`config.mk`:
```
export PLATFORM = sky130hd
export DESIGN_NAME = anc_strip_extract
export DESIGN_NICKNAME = d
export VERILOG_FILES = /design/src/rtl/anc_pkg.sv /design/src/rtl/anc_stream_gate.sv /design/src/rtl/anc_item_parser.sv /design/src/rtl/anc_reg_bank.sv /design/src/rtl/anc_strip_extract.sv
export SDC_FILE = /design/constraint.sdc
export NUM_CORES = 1
export LEC_CHECK = 0
export ABC_CLOCK_PERIOD_IN_PS = 4050
export BUFFER_PORTS_ARGS = -buffer_cell sky130_fd_sc_hd__buf_4
export CAP_MARGIN = 10
export CORE_MARGIN = 3
export CORE_UTILIZATION = 35
export CTS_CLUSTER_DIAMETER = 40
export DETAILED_ROUTE_END_ITERATION = 7
export SLEW_MARGIN = 20
export SYNTH_ARGS = -nofsm -noshare
export SYNTH_HDL_FRONTEND = slang
export SYNTH_SLANG_ARGS = --single-unit
```
`constraint.sdc`:
```
create_clock -name clk -period 4.05 [get_ports clk]
set_input_delay 0.2025 -clock clk [delete_from_list [all_inputs] [get_ports clk]]
set_output_delay 0.2025 -clock clk [all_outputs]
set_load 0.02 [all_outputs]
```
`src/rtl/anc_pkg.sv`:
```
// Package: shared states and constants for the ancillary stripper.
// Assumes: consumed by every module under anc_strip_extract.
package anc_pkg;
    typedef enum logic [2:0] {
        PS_DID  = 3'd0,
        PS_SDID = 3'd1,
        PS_DC   = 3'd2,
        PS_DATA = 3'd3,
        PS_CSUM = 3'd4
    } parse_st_t;
endpackage

```
`src/rtl/anc_stream_gate.sv`:
```
// Module: anc_stream_gate
// Classifies each packet at its first word. It forwards picture packets
// combinationally and swallows ancillary ones with ready held high.
// Assumes: in_sop marks the first word of every packet; the kind field sits
// in the low TYPE_W bits of that word.
module anc_stream_gate #(
    parameter int DATA_W   = 10,
    parameter int TYPE_W   = 4,
    parameter int ANC_TYPE = 13
) (
    input  logic              clk,
    input  logic              rst_n,
    input  logic              in_valid,
    output logic              in_ready,
    input  logic [DATA_W-1:0] in_data,
    input  logic              in_sop,
    input  logic              in_eop,
    output logic              out_valid,
    input  logic              out_ready,
    output logic [DATA_W-1:0] out_data,
    output logic              out_sop,
    output logic              out_eop,
    output logic              anc_start,
    output logic              anc_word
);
    localparam logic [TYPE_W-1:0] ANC_CODE = TYPE_W'(ANC_TYPE);

    logic drop_q;
    logic cur_drop;
    logic fire;

    // Decide whether the current word belongs to an ancillary packet.
    always_comb begin
        cur_drop = in_sop ? (in_data[TYPE_W-1:0] == ANC_CODE) : drop_q;
        fire     = in_valid && in_ready;
    end

    // Forward or absorb the word and flag parser events.
    always_comb begin
        in_ready  = cur_drop || out_ready;
        out_valid = in_valid && !cur_drop;
        out_data  = in_data;
        out_sop   = in_sop;
        out_eop   = in_eop;
        anc_start = fire && cur_drop && in_sop;
        anc_word  = fire && cur_drop && !in_sop;
    end

    // Remember the packet kind for the words after the first.
    always_ff @(posedge clk) begin
        if (!rst_n) begin
            drop_q <= 1'b0;
        end else if (fire) begin
            drop_q <= cur_drop && !in_eop;
        end
    end
endmodule

```
`src/rtl/anc_item_parser.sv`:
```
// Module: anc_item_parser
// Walks the item sequence of an ancillary packet: identifier, secondary
// identifier, count, payload, checksum. It drives staging writes and a
// commit when a matching item completes.
// Assumes: anc_start and word_en are never high together.
module anc_item_parser #(
    parameter int          DATA_W    = 10,
    parameter int          MAX_WORDS = 8,
    parameter int          IDX_W     = 3,
    parameter int          CNT_W     = 4,
    parameter logic [7:0]  MATCH_DID  = 8'h41,
    parameter logic [7:0]  MATCH_SDID = 8'h05
) (
    input  logic              clk,
    input  logic              rst_n,
    input  logic              anc_start,
    input  logic              word_en,
    input  logic [DATA_W-1:0] word,
    output logic              stage_clr,
    output logic              stage_we,
    output logic [IDX_W-1:0]  stage_idx,
    output logic              commit,
    output logic [CNT_W-1:0]  commit_cnt
);
    import anc_pkg::*;

    localparam logic [7:0] MAX8 = 8'(MAX_WORDS);

    parse_st_t  st_q;
    logic       did_hit_q;
    logic       match_q;
    logic [7:0] dc_q;
    logic [7:0] pos_q;

    // Step through the item fields on every absorbed word.
    always_ff @(posedge clk) begin
        if (!rst_n) begin
            st_q      <= PS_DID;
            did_hit_q <= 1'b0;
            match_q   <= 1'b0;
            dc_q      <= 8'd0;
            pos_q     <= 8'd0;
        end else if (anc_start) begin
            st_q <= PS_DID;
        end else if (word_en) begin
            case (st_q)
                PS_DID: begin
                    did_hit_q <= (word[7:0] == MATCH_DID);
                    st_q      <= PS_SDID;
                end
                PS_SDID: begin
                    match_q <= did_hit_q && (word[7:0] == MATCH_SDID);
                    st_q    <= PS_DC;
                end
                PS_DC: begin
                    dc_q  <= word[7:0];
                    pos_q <= 8'd0;
                    st_q  <= (word[7:0] == 8'd0) ? PS_CSUM : PS_DATA;
                end
                PS_DATA: begin
                    pos_q <= pos_q + 8'd1;
                    if (pos_q == dc_q - 8'd1) begin
                        st_q <= PS_CSUM;
                    end
                end
                default: begin
                    st_q <= PS_DID;
                end
            endcase
        end
    end

    // Derive staging and commit strobes from the current field.
    always_comb begin
        stage_clr  = word_en && (st_q == PS_DC);
        stage_we   = word_en && (st_q == PS_DATA) && (pos_q < MAX8);
        stage_idx  = pos_q[IDX_W-1:0];
        commit     = word_en && (st_q == PS_CSUM) && match_q;
        commit_cnt = (dc_q > MAX8) ? CNT_W'(MAX_WORDS) : dc_q[CNT_W-1:0];
    end
endmodule

```
`src/rtl/anc_reg_bank.sv`:
```
// Module: anc_reg_bank
// Staging row filled during an item plus a visible row that takes a copy
// of the staging row on commit. It also holds the visible word count.
// Assumes: stage_clr arrives before the first stage_we of each item.
module anc_reg_bank #(
    parameter int DATA_W    = 10,
    parameter int MAX_WORDS = 8,
    parameter int IDX_W     = 3,
    parameter int CNT_W     = 4
) (
    input  logic              clk,
    input  logic              rst_n,
    input  logic              stage_clr,
    input  logic              stage_we,
    input  logic [IDX_W-1:0]  stage_idx,
    input  logic [DATA_W-1:0] stage_data,
    input  logic              commit,
    input  logic [CNT_W-1:0]  commit_cnt,
    input  logic [IDX_W-1:0]  rd_addr,
    output logic [DATA_W-1:0] rd_data,
    output logic [CNT_W-1:0]  afd_count
);
    logic [DATA_W-1:0] stage_q [MAX_WORDS];
    logic [DATA_W-1:0] bank_q  [MAX_WORDS];

    for (genvar gi = 0; gi < MAX_WORDS; gi++) begin : g_entry
        // Collect one payload word of the item being parsed.
        always_ff @(posedge clk) begin
            if (!rst_n || stage_clr) begin
                stage_q[gi] <= '0;
            end else if (stage_we && stage_idx == IDX_W'(gi)) begin
                stage_q[gi] <= stage_data;
            end
        end

        // Publish the staged word once its item is complete.
        always_ff @(posedge clk) begin
            if (!rst_n) begin
                bank_q[gi] <= '0;
            end else if (commit) begin
                bank_q[gi] <= stage_q[gi];
            end
        end
    end

    // Publish the word count together with the payload.
    always_ff @(posedge clk) begin
        if (!rst_n) begin
            afd_count <= '0;
        end else if (commit) begin
            afd_count <= commit_cnt;
        end
    end

    // Read port over the visible row.
    always_comb begin
        rd_data = (32'(rd_addr) < MAX_WORDS) ? bank_q[rd_addr] : '0;
    end
endmodule

```
`src/rtl/anc_strip_extract.sv`:
```
// Module: anc_strip_extract (top)
// Removes ancillary packets from a valid/ready packet stream and captures
// the payload of active-format-description items into a readable bank.
// Assumes: well-formed start/end framing on the input stream.
module anc_strip_extract #(
    parameter int         DATA_W     = 10,
    parameter int         TYPE_W     = 4,
    parameter int         ANC_TYPE   = 13,
    parameter int         MAX_WORDS  = 8,
    parameter logic [7:0] MATCH_DID  = 8'h41,
    parameter logic [7:0] MATCH_SDID = 8'h05,
    localparam int        IDX_W      = (MAX_WORDS > 1) ? $clog2(MAX_WORDS) : 1,
    localparam int        CNT_W      = $clog2(MAX_WORDS + 1)
) (
    input  logic              clk,
    input  logic              rst_n,
    input  logic              in_valid,
    output logic              in_ready,
    input  logic [DATA_W-1:0] in_data,
    input  logic              in_sop,
    input  logic              in_eop,
    output logic              out_valid,
    input  logic              out_ready,
    output logic [DATA_W-1:0] out_data,
    output logic              out_sop,
    output logic              out_eop,
    input  logic [IDX_W-1:0]  rd_addr,
    output logic [DATA_W-1:0] rd_data,
    output logic [CNT_W-1:0]  afd_count
);
    logic              anc_start;
    logic              anc_word;
    logic              stage_clr;
    logic              stage_we;
    logic [IDX_W-1:0]  stage_idx;
    logic              commit;
    logic [CNT_W-1:0]  commit_cnt;

    anc_stream_gate #(
        .DATA_W(DATA_W), .TYPE_W(TYPE_W), .ANC_TYPE(ANC_TYPE)
    ) gate_i (
        .clk(clk), .rst_n(rst_n),
        .in_valid(in_valid), .in_ready(in_ready), .in_data(in_data),
        .in_sop(in_sop), .in_eop(in_eop),
        .out_valid(out_valid), .out_ready(out_ready), .out_data(out_data),
        .out_sop(out_sop), .out_eop(out_eop),
        .anc_start(anc_start), .anc_word(anc_word)
    );

    anc_item_parser #(
        .DATA_W(DATA_W), .MAX_WORDS(MAX_WORDS), .IDX_W(IDX_W), .CNT_W(CNT_W),
        .MATCH_DID(MATCH_DID), .MATCH_SDID(MATCH_SDID)
    ) parser_i (
        .clk(clk), .rst_n(rst_n),
        .anc_start(anc_start), .word_en(anc_word), .word(in_data),
        .stage_clr(stage_clr), .stage_we(stage_we), .stage_idx(stage_idx),
        .commit(commit), .commit_cnt(commit_cnt)
    );

    anc_reg_bank #(
        .DATA_W(DATA_W), .MAX_WORDS(MAX_WORDS), .IDX_W(IDX_W), .CNT_W(CNT_W)
    ) bank_i (
        .clk(clk), .rst_n(rst_n),
        .stage_clr(stage_clr), .stage_we(stage_we), .stage_idx(stage_idx),
        .stage_data(in_data), .commit(commit), .commit_cnt(commit_cnt),
        .rd_addr(rd_addr), .rd_data(rd_data), .afd_count(afd_count)
    );
endmodule

```
==> flow_metrics.py <==
metrics = {
    "synth": {
        "syn_area_mm2": 0.00821,
        "synth_edf_count": 160,
        "synth.yosys.warnings": 0,
        "yosysSeqAreaShare_pct": 64.8,
        "synthCells": 596,
        "synthFlopType": "edfxtp_1",
        "ys_seq_elements": 186,
        "async_reset_ff_share_pct": 0,
        "ys_types": 50,
        "avgSynthCellArea_um2": 13.8,
        "postSynthNetCount": 622,
    },
    "drt": {
        "vias": 4604,
        "ant_nets": 0,
        "routed_wl_um": 17400,
        "via_per_inst": 4.88,
        "drc": 0,
        "firstDrtPassIters": 4,
        "wl_per_cell_um": 18.5,
        "drtIter0Drc": 243,
    },
    "global_route": {
        "antenna_found_initial": 0,
        "grt_pass1_vias": 4811,
        "grt_start_max_net_pins": 81,
        "overflow": 0,
        "grt_pass1_wl_um": 27700,
        "track_usage_pct": 14.3,
    },
    "floorplanning": {
        "die_h_um": 159,
        "ios": 47,
        "die-area_mm2": 0.0253,
        "rows": 55,
        "floorplan.initialDensity_pct": 35.9,
        "die_w_um": 159,
        "coreArea_mm2": 0.0228,
    },
    "timing": {
        "finalHoldViolCount": 0,
        "drv_slew": 0,
        "max_freq_ghz": 0.341,
        "max-slew-margin-rel_pct": 42.6,
        "rsz0062_at_grt": "no",
        "finalSetupViolations": 0,
        "tns_ns": 0,
        "worst_slack_ns": 1.12,
        "fin_crit_ns": 2.93,
        "tightest_slew_ns": 0.859,
        "skew_ns": 0.00933,
        "timing.final.crit_share_pct": 72.3,
    },
    "placed_design": {
        "gp_congestion": 0.834,
        "placed_cells": 912,
        "dpl_worst_slack_ns": 1.10,
        "port_buffers": 46,
        "place.detailed.hpwl_um": 11200,
    },
    "clock_tree": {
        "cts_setup_buffers": 0,
        "htree_num_levels": 4,
        "insertion_delay_ns": 0.43,
        "cts.clk_slew.worst_paths_ns": 0.07,
        "hold_buffers": 0,
        "cts.root.buffer_cell": "clkbuf_16",
        "numCtsBuffers": 17,
        "cts_sinks": 186,
        "cts_max_path_buffers": 2,
        "cts_tree": "done",
        "cts_resized": 0,
    },
    "layout": {
        "area_delta_synth_final_pct": 13.7,
        "final_common_cell": "edfxtp_1",
        "layout_common_cells": "edfxtp_1, and2_1, buf_4, dfxtp_1",
        "n_antenna_cell": 0,
        "layout.cells.non_filler": 944,
        "drive_above_1_share_pct": 19.7,
        "layout.nets": 644,
    },
    "worst_setup_path": {
        "arrival_ns": 3.23,
        "required_ns": 4.35,
        "startpoint_type": "flip-flop",
        "cp_max_fo": 26,
        "end_kind": "flip-flop",
        "critical_path_class": "flip-flop to flip-flop",
    },
    "power_and_ir_drop": {
        "leakage_uw": 0.00351,
        "ir_drop_v": 0.000317,
        "p_per_area_mw_per_mm2": 425,
    },
    "outcome": {
        "status": "completed",
    },
    "worst_hold_path": {
        "hp-class": "input port to flip-flop",
    },
    "job": {
        "cap_violations": 0,
    },
}
[worst paths after layout]
kind,start,to,slack [ns],cells after the start
max,parser_i.st_q[0],bank_i.stage_q[0][7],1.12,5
min,in_valid,gate_i.drop_q,0.06,3
min reg2reg,bank_i.afd_count[2],bank_i.afd_count[2],0.48,2
max reg2reg,parser_i.st_q[0],bank_i.stage_q[0][7],1.12,5
[routing by layer]
| layer | up-vias | track usage [%] | routed length (um) |
|---|---|---|---|
| met5 | - | 0 | 0 |
| met4 | 0 | 4.06 | 228 |
| met3 | 20 | 3.04 | 547 |
| met2 | 93 | 24.1 | 8660 |
| met1 | 2308 | 18.8 | 7980 |
| li1 | 2183 | - | - |
[through the flow]
| step | utilization [%] | area (um^2) | hold WS [ns] | power, uW |
|---|---|---|---|---|
| final | 40.9 | 9340 | 0.0622 | 3970 |
| after global routing | 40.9 | 9340 | 0.0789 | 4090 |
| after global placement | 38.4 | 8770 | 0.459 | 2400 |
| after CTS | 40.9 | 9340 | 0.0520 | 4000 |
| after detailed placement | 38.4 | 8770 | 0.451 | 2400 |
| after floorplan | - | 8210 | 0.350 | 2310 |
[cells by family (layout without fill, tap and decap cells)]
logic type                 count (synthesis)  in the layout  share of synthesized area, %
xor gates and xnor gates                  16             16                          1.71
buffers and inverters                     60             95                          3.40
AOI/OAI and AO/OA                         42             42                          3.53
DFF                                      186            186                          64.8
and+or+nand+nor                          253            253                          18.4
muxes                                     32             32                          7.10
adders and majority gates                  7              7                          1.07
[synth_stat cells, types with 6 or more instances]
cell type | number | area share [%]
and2_1 | 137 | 10
mux4_2 | 20 | 5.5
buf_2 | 7 | 0.43
buf_4 | 12 | 1.1
xor2_1 | 6 | 0.64
nand3_1 | 13 | 0.79
and3_1 | 20 | 1.5
edfxtp_1 | 160 | 59
mux2_2 | 10 | 1.4
dfxtp_1 | 26 | 6.3
nor2_1 | 21 | 0.96
nor3_1 | 9 | 0.55
ha_1 | 7 | 1.1
clkbuf_1 | 28 | 1.3
nand2_1 | 19 | 0.87
xnor2_1 | 10 | 1.1
and4_1 | 6 | 0.64
a21o_1 | 8 | 0.73
inv_1 | 11 | 0.50
nor4_1 | 6 | 0.46
a21oi_1 | 13 | 0.79
[sequential cells by signal, summed over array words and instances (netlist names)]
signal / count
parser_i.dc_q: 8
parser_i.did_hit_q: 1
bank_i.afd_count: 4
bank_i.bank_q: 80
gate_i.drop_q: 1
parser_i.st_q: 3
parser_i.match_q: 1
bank_i.stage_q: 80
parser_i.pos_q: 8
[critical path: stages, from the launching register on]
cell and delay (ns):
dfxtp_1 0.59, inv_1 0.25, or3_4 0.45, nor3_4 0.67, and4_1 0.63, and2_1 0.21
[report_power, final]
group          switching [uW]  leakage, uW  internal, uW
Clock                     749     0.000275           865
Sequential               15.0      0.00186          2130
Combinational             131      0.00137          80.4
Total                     895      0.00351          3070
[area by class of cell]
class                   instances  area [um^2]
fillers                      2134        13500
flip-flops and latches        186         5330
multi-input cells             350         2620
clock buffers                  19          433
repair buffers                 51          395
well taps                     313          392
clock inverters                13          130
inverters                      12         45.0
(Power assumes the default switching activity.)
